`config.mk`:
```
export PLATFORM = sky130hd
export DESIGN_NAME = fir_rx_framer
export DESIGN_NICKNAME = d
export VERILOG_FILES = /design/src/rtl/rxfr_pkg.sv /design/src/rtl/rxfr_burst.sv /design/src/rtl/rxfr_outq.sv /design/src/rtl/rxfr_ovf.sv /design/src/rtl/fir_rx_framer.sv
export SDC_FILE = /design/constraint.sdc
export NUM_CORES = 1
export LEC_CHECK = 0
export CAP_MARGIN = 10
export CORE_MARGIN = 4
export CORE_UTILIZATION = 46
export CTS_CLUSTER_DIAMETER = 150
export DETAILED_ROUTE_END_ITERATION = 7
export DONT_BUFFER_PORTS = 1
export PLACE_DENSITY_LB_ADDON = 0.05
export SYNTH_ARGS = -nofsm -noshare
export SYNTH_HDL_FRONTEND = slang
export SYNTH_SLANG_ARGS = --single-unit
```
`constraint.sdc`:
```
create_clock -name clk -period 2.3 [get_ports clk]
set_input_delay 0.345 -clock clk [delete_from_list [all_inputs] [get_ports clk]]
set_output_delay 0.345 -clock clk [all_outputs]
set_load 0.01 [all_outputs]
```
`src/rtl/rxfr_pkg.sv`:
```
package rxfr_pkg;

    localparam logic [7:0] FLAG_BYTE = 8'h7E;
    localparam logic [7:0] ESC_BYTE  = 8'h7D;
    localparam logic [7:0] ESC_FLIP  = 8'h20;

    typedef struct packed {
        logic       sof;
        logic       eof;
        logic [7:0] data;
    } rx_beat_t;

    typedef enum logic [2:0] {
        K_DROP,
        K_OPEN,
        K_REOPEN,
        K_CLOSE,
        K_LIT,
        K_ESC
    } beat_kind_t;

    function automatic logic is_reserved(input logic [7:0] b);
        return (b == 8'h7D) || (b == 8'h7E) || (b == 8'h7F);
    endfunction

    function automatic beat_kind_t classify(input rx_beat_t b, input logic open_now);
        beat_kind_t k;
        if (b.sof)
            k = open_now ? K_REOPEN : K_OPEN;
        else if (b.eof)
            k = open_now ? K_CLOSE : K_DROP;
        else if (!open_now)
            k = K_DROP;
        else if (is_reserved(b.data))
            k = K_ESC;
        else
            k = K_LIT;
        return k;
    endfunction

endpackage

```
`src/rtl/rxfr_burst.sv`:
```
module rxfr_burst
    import rxfr_pkg::*;
#(
    parameter int DELIM_REPS = 2,
    localparam int MAX_BURST = 2 * DELIM_REPS,
    localparam int CNT_W     = $clog2(MAX_BURST + 1)
) (
    input  rx_beat_t                       beat,
    input  logic                           open_now,
    output logic [MAX_BURST-1:0][7:0]      bytes,
    output logic [CNT_W-1:0]               len,
    output logic                           open_next
);

    beat_kind_t kind;

    assign kind = classify(beat, open_now);

    always_comb begin
        case (kind)
            K_OPEN:   len = CNT_W'(DELIM_REPS);
            K_REOPEN: len = CNT_W'(MAX_BURST);
            K_CLOSE:  len = CNT_W'(DELIM_REPS);
            K_LIT:    len = CNT_W'(1);
            K_ESC:    len = CNT_W'(2);
            default:  len = '0;
        endcase
    end

    always_comb begin
        if (beat.sof)
            open_next = 1'b1;
        else if (beat.eof)
            open_next = 1'b0;
        else
            open_next = open_now;
    end

    for (genvar i = 0; i < MAX_BURST; i++) begin : g_slot
        always_comb begin
            case (kind)
                K_LIT:   bytes[i] = (i == 0) ? beat.data : 8'h00;
                K_ESC: begin
                    if (i == 0)
                        bytes[i] = ESC_BYTE;
                    else if (i == 1)
                        bytes[i] = beat.data ^ ESC_FLIP;
                    else
                        bytes[i] = 8'h00;
                end
                K_DROP:  bytes[i] = 8'h00;
                default: bytes[i] = FLAG_BYTE;
            endcase
        end
    end

endmodule

```
`src/rtl/rxfr_outq.sv`:
```
module rxfr_outq #(
    parameter int MAX_BURST = 4,
    localparam int CNT_W    = $clog2(MAX_BURST + 1)
) (
    input  logic                       clk,
    input  logic                       rst,
    input  logic                       load,
    input  logic [MAX_BURST-1:0][7:0]  load_bytes,
    input  logic [CNT_W-1:0]           load_len,
    input  logic                       out_ready,
    output logic                       out_valid,
    output logic [7:0]                 out_data,
    output logic                       can_take
);

    logic [7:0]       slot_q [MAX_BURST];
    logic [CNT_W-1:0] cnt_q;
    logic             pop;

    assign out_valid = (cnt_q != '0);
    assign out_data  = slot_q[0];
    assign pop       = out_valid && out_ready;
    assign can_take  = (cnt_q == '0) || ((cnt_q == CNT_W'(1)) && out_ready);

    always_ff @(posedge clk) begin
        if (rst)
            cnt_q <= '0;
        else if (load)
            cnt_q <= load_len;
        else if (pop)
            cnt_q <= cnt_q - CNT_W'(1);
    end

    for (genvar i = 0; i < MAX_BURST; i++) begin : g_q
        if (i == MAX_BURST - 1) begin : g_last
            always_ff @(posedge clk) begin
                if (rst)
                    slot_q[i] <= 8'h00;
                else if (load)
                    slot_q[i] <= load_bytes[i];
                else if (pop)
                    slot_q[i] <= 8'h00;
            end
        end else begin : g_mid
            always_ff @(posedge clk) begin
                if (rst)
                    slot_q[i] <= 8'h00;
                else if (load)
                    slot_q[i] <= load_bytes[i];
                else if (pop)
                    slot_q[i] <= slot_q[i+1];
            end
        end
    end

    // a stalled byte is held unchanged
    assert_hold_under_stall_R9: assert property (@(posedge clk) disable iff (rst)
        (out_valid && !out_ready) |=> (out_valid && $stable(out_data)));

    // refusing input only happens while output is pending
    assert_stall_has_cause_R10: assert property (@(posedge clk) disable iff (rst)
        !can_take |-> out_valid);

endmodule

```
`src/rtl/rxfr_ovf.sv`:
```
module rxfr_ovf (
    input  logic clk,
    input  logic rst,
    input  logic overrun,
    input  logic frame_open_accepted,
    output logic flag
);

    always_ff @(posedge clk) begin
        if (rst)
            flag <= 1'b0;
        else if (overrun)
            flag <= 1'b1;
        else if (frame_open_accepted)
            flag <= 1'b0;
    end

    // an overrun pulse is always reflected on the next cycle
    assert_no_overflow_lost_R11: assert property (@(posedge clk) disable iff (rst)
        overrun |=> flag);

endmodule

```
`src/rtl/fir_rx_framer.sv`:
```
module fir_rx_framer
    import rxfr_pkg::*;
#(
    parameter int DELIM_REPS = 2,
    localparam int MAX_BURST = 2 * DELIM_REPS,
    localparam int CNT_W     = $clog2(MAX_BURST + 1)
) (
    input  logic       clk,
    input  logic       rst,
    input  logic       in_valid,
    output logic       in_ready,
    input  logic [7:0] in_data,
    input  logic       in_sof,
    input  logic       in_eof,
    input  logic       in_overrun,
    output logic       out_valid,
    input  logic       out_ready,
    output logic [7:0] out_data,
    output logic       overflow
);

    rx_beat_t                  beat;
    logic                      open_q;
    logic                      open_next;
    logic                      accept;
    logic [MAX_BURST-1:0][7:0] burst_bytes;
    logic [CNT_W-1:0]          burst_len;

    assign beat   = '{sof: in_sof, eof: in_eof, data: in_data};
    assign accept = in_valid && in_ready;

    rxfr_burst #(.DELIM_REPS(DELIM_REPS)) u_burst (
        .beat      (beat),
        .open_now  (open_q),
        .bytes     (burst_bytes),
        .len       (burst_len),
        .open_next (open_next)
    );

    always_ff @(posedge clk) begin
        if (rst)
            open_q <= 1'b0;
        else if (accept)
            open_q <= open_next;
    end

    rxfr_outq #(.MAX_BURST(MAX_BURST)) u_outq (
        .clk        (clk),
        .rst        (rst),
        .load       (accept),
        .load_bytes (burst_bytes),
        .load_len   (burst_len),
        .out_ready  (out_ready),
        .out_valid  (out_valid),
        .out_data   (out_data),
        .can_take   (in_ready)
    );

    rxfr_ovf u_ovf (
        .clk                 (clk),
        .rst                 (rst),
        .overrun             (in_overrun),
        .frame_open_accepted (accept && in_sof),
        .flag                (overflow)
    );

    // an escape leader is immediately followed by a substituted code
    assert_escape_pair_R4: assert property (@(posedge clk) disable iff (rst)
        (out_valid && out_ready && out_data == ESC_BYTE) |=>
        (out_valid && (out_data == 8'h5D || out_data == 8'h5E || out_data == 8'h5F)));

    // a beat outside a frame that is not an open marker yields no output
    assert_idle_drop_R7: assert property (@(posedge clk) disable iff (rst)
        (accept && !open_q && !in_sof && !out_valid) |=> !out_valid);

endmodule

```
==> out/results.tsv <==
metric	value	unit
Post-CTS Setup Bufs	0	
first-pass GRT wire length	3615	µm
drt first pass iters	4	
H-tree Lvls	1	
via count of the first global-routing pass	784	
CP endpoint kind	flop	
initial antenna violation count	0	
crit path kind	flop to flop	
core area	2297	µm²
Setup-failing EPs final	0	
register area	640.6	µm²
post-DR wirelength/cell	16.53	µm
Placer Congestion	0.7379	
clock share of power	15.2	%
Total GRT Usage	14.09	%
crit start category	flop	
Clock Skew	2.139	ps
dominant cell type by area after synthesis	edfxtp_1	
Syn Area/Cell	11.67	µm²
multi-input logic area	476.7	µm²
largest net degree at the start of global routing	18	
TritonCTS clock tree	built	
combinational share of power	30.2	%
Critical Path RT	2380	ps
GR Overflow Total	0	
post-route ant nets	0	
Leakage	0.4684	nW
fmax	554.0	MHz
CTS Sinks	23	
outcome	complete, no violations	
DP HPWL	1638	µm
Final Slew Violations	0	
Cell variety after synth	31	
I/O pin count	26	
port bufs	0	
dominant cells by area after synthesis	edfxtp_1 47%, dfxtp_1 8.8%, a221o_1 5.3%	
sequential share of the synthesized area	56.02	%
VDD IR max	701.6	µV
drt via density	6.115	
fraction of layout cells with a size suffix above 1	9.804	%
DRC violations left	0	
post-layout min period	1805	ps
Die Width	57.86	µm
share of the synthesized area in the top cell type	47.26	%
NetSw	0.4554	mW
HP Class	primary input to flop	
RSZ-0062 raised after global routing	no	
Synth warnings	0	
arrival time at the worst endpoint	1880	ps
Initial Utilization	49.78	%
Die Y	57.86	µm
reg2reg setup slack	490	ps
setup tns final	0	ps
Die ar.	3348	µm²
final WL	2149	µm
# Max-Cap Violations	0	
fin util	52.67	%
Final Hold Vio Count	0	
CP max FO	17	
DRT iter0 DRCs	11	
clk_lat worst skew	310	ps
Pwr per Cell Area	1064	nW/µm²
Max clock buf depth	2	
routed vias	795	
row cnt	17	
final worst path period share	78.49	%
nets@finish	121	
total design power	1.287	mW
Seq cells post-synth	23	
Antenna diodes	0	
hold buffers post-CTS	0	
fill count	210	
register share of total power	54.6	%
Synthesized Nets	116	
Inst Count DP	126	
layout overhead on the synthesized area	5.799	%
worst hold slack	73.94	ps
root buf cell	clkbuf_4	
Post-CTS Resized	0	
Mapped Area	1144	µm²
Clock Pin Slew Worst Setup and Hold Paths	140	ps
total CTS buffers	3	
Mapped Cells	98	
Sw Share	35.39	%
Post-Layout Cell Count	130	
cell-internal power	0.8315	mW
==> layout by cell type (no fill, tap or decap), types with 2 or more instances in the layout <==
| cell type | n |
|---|---|
| nand2_1 | 5 |
| dfxtp_1 | 5 |
| o21ai_0 | 7 |
| a21o_1 | 3 |
| nand2b_1 | 2 |
| nand3_1 | 3 |
| ha_1 | 3 |
| nor2_1 | 10 |
| a221o_1 | 6 |
| edfxtp_1 | 18 |
| nand4_1 | 3 |
| or3_1 | 2 |
| nor4_4 | 2 |
| inv_1 | 6 |
| a21oi_1 | 7 |
| clkbuf_4 | 3 |
==> power groups by stage <==
stage	logic, mW	registers, mW	clock network, mW
2_1_floorplan	0.319	0.698	0
3_3_place_gp	0.385	0.710	0
3_5_place_dp	0.393	0.716	0
4_1_cts	0.395	0.706	0.196
5_1_grt	0.445	0.721	0.216
6_report	0.389	0.702	0.196
==> synthesized netlist by cell type (all sizes together) <==
master and number:
edfxtp 18, nor2 11, a21oi 7, o21ai 7, a221o 6, inv 6
dfxtp 5, nand2 5, a21o 3, ha 3, nand2b 3, nand3 3
nand4 3, nor4 2, or3 2, or3b 2, a211oi 1, a22o 1
clkbuf 1, conb 1, mux2i 1, nor4b 1, o211a 1, o22ai 1
o311ai 1, o31ai 1, o41a 1, xnor2 1
==> per-layer routing <==
layer  vias to the layer above  GRT usage (%)  part of all wire [%]
met3                         4          4.677                   6.6
met2                        25          24.03                    50
met4                         0          5.960                   1.2
met5                         -              0                     0
met1                       381          16.06                    42
li1                        385              -                     -
==> cell type report <==
type	count	share of cell area [%]
inverter	6	1.861
clock buffer	3	1.861
clock inverter	1	0.4137
timing repair buffer	1	0.6205
tap	28	2.896
sequential	23	52.95
multi-input combinational	68	39.40
==> path summary, 6_finish.rpt <==
kind	from	end	depth (start not counted)
worst min register to register	u_outq.cnt_q[0]$_SDFFE_PP0P_	u_outq.cnt_q[0]$_SDFFE_PP0P_	2
worst max register to register	u_outq.cnt_q[0]$_SDFFE_PP0P_	u_outq.slot_q[0][4]$_DFFE_PP_	6
worst max-delay path	u_outq.cnt_q[0]$_SDFFE_PP0P_	u_outq.slot_q[0][4]$_DFFE_PP_	6
worst min-delay path	rst	open_q$_SDFFE_PP0P_	1
==> flip-flops by register name, indices dropped and copies added (netlist names) <==
signal and count:
u_outq.cnt_q 3, open_q 1, u_outq.slot_q 18, u_ovf.flag 1
==> cell families after synthesis <==
kind of cell / Yosys count / synth area share, %
AO/OA/AOI/OAI: 30 / 18.60
XOR/XNOR: 1 / 0.7660
adder cells (fa/ha/maj): 3 / 3.283
buffers and inverters: 7 / 2.297
flip-flops: 23 / 56.02
multiplexers: 1 / 0.8753
other: 1 / 0.3279
AND/OR/NAND/NOR: 32 / 17.83
==> worst max-delay path: stages, from the launching register on <==
cell and delay (ps):
dfxtp_1 380, inv_1 80, ha_1 240, nand2b_1 240, mux2i_1 320, nand2_1 80, buf_4 210
==> stage by stage <==
stage | worst slack (ps) | cell area [µm²]
floorplan | 478.3 | 1144
global placement | 533.4 | 1182
detailed placement | 521.9 | 1182
CTS | 495.9 | 1210
global route | 377.1 | 1210
finish | 494.8 | 1210
No activity file was read; power rests on OpenSTA's default activity.
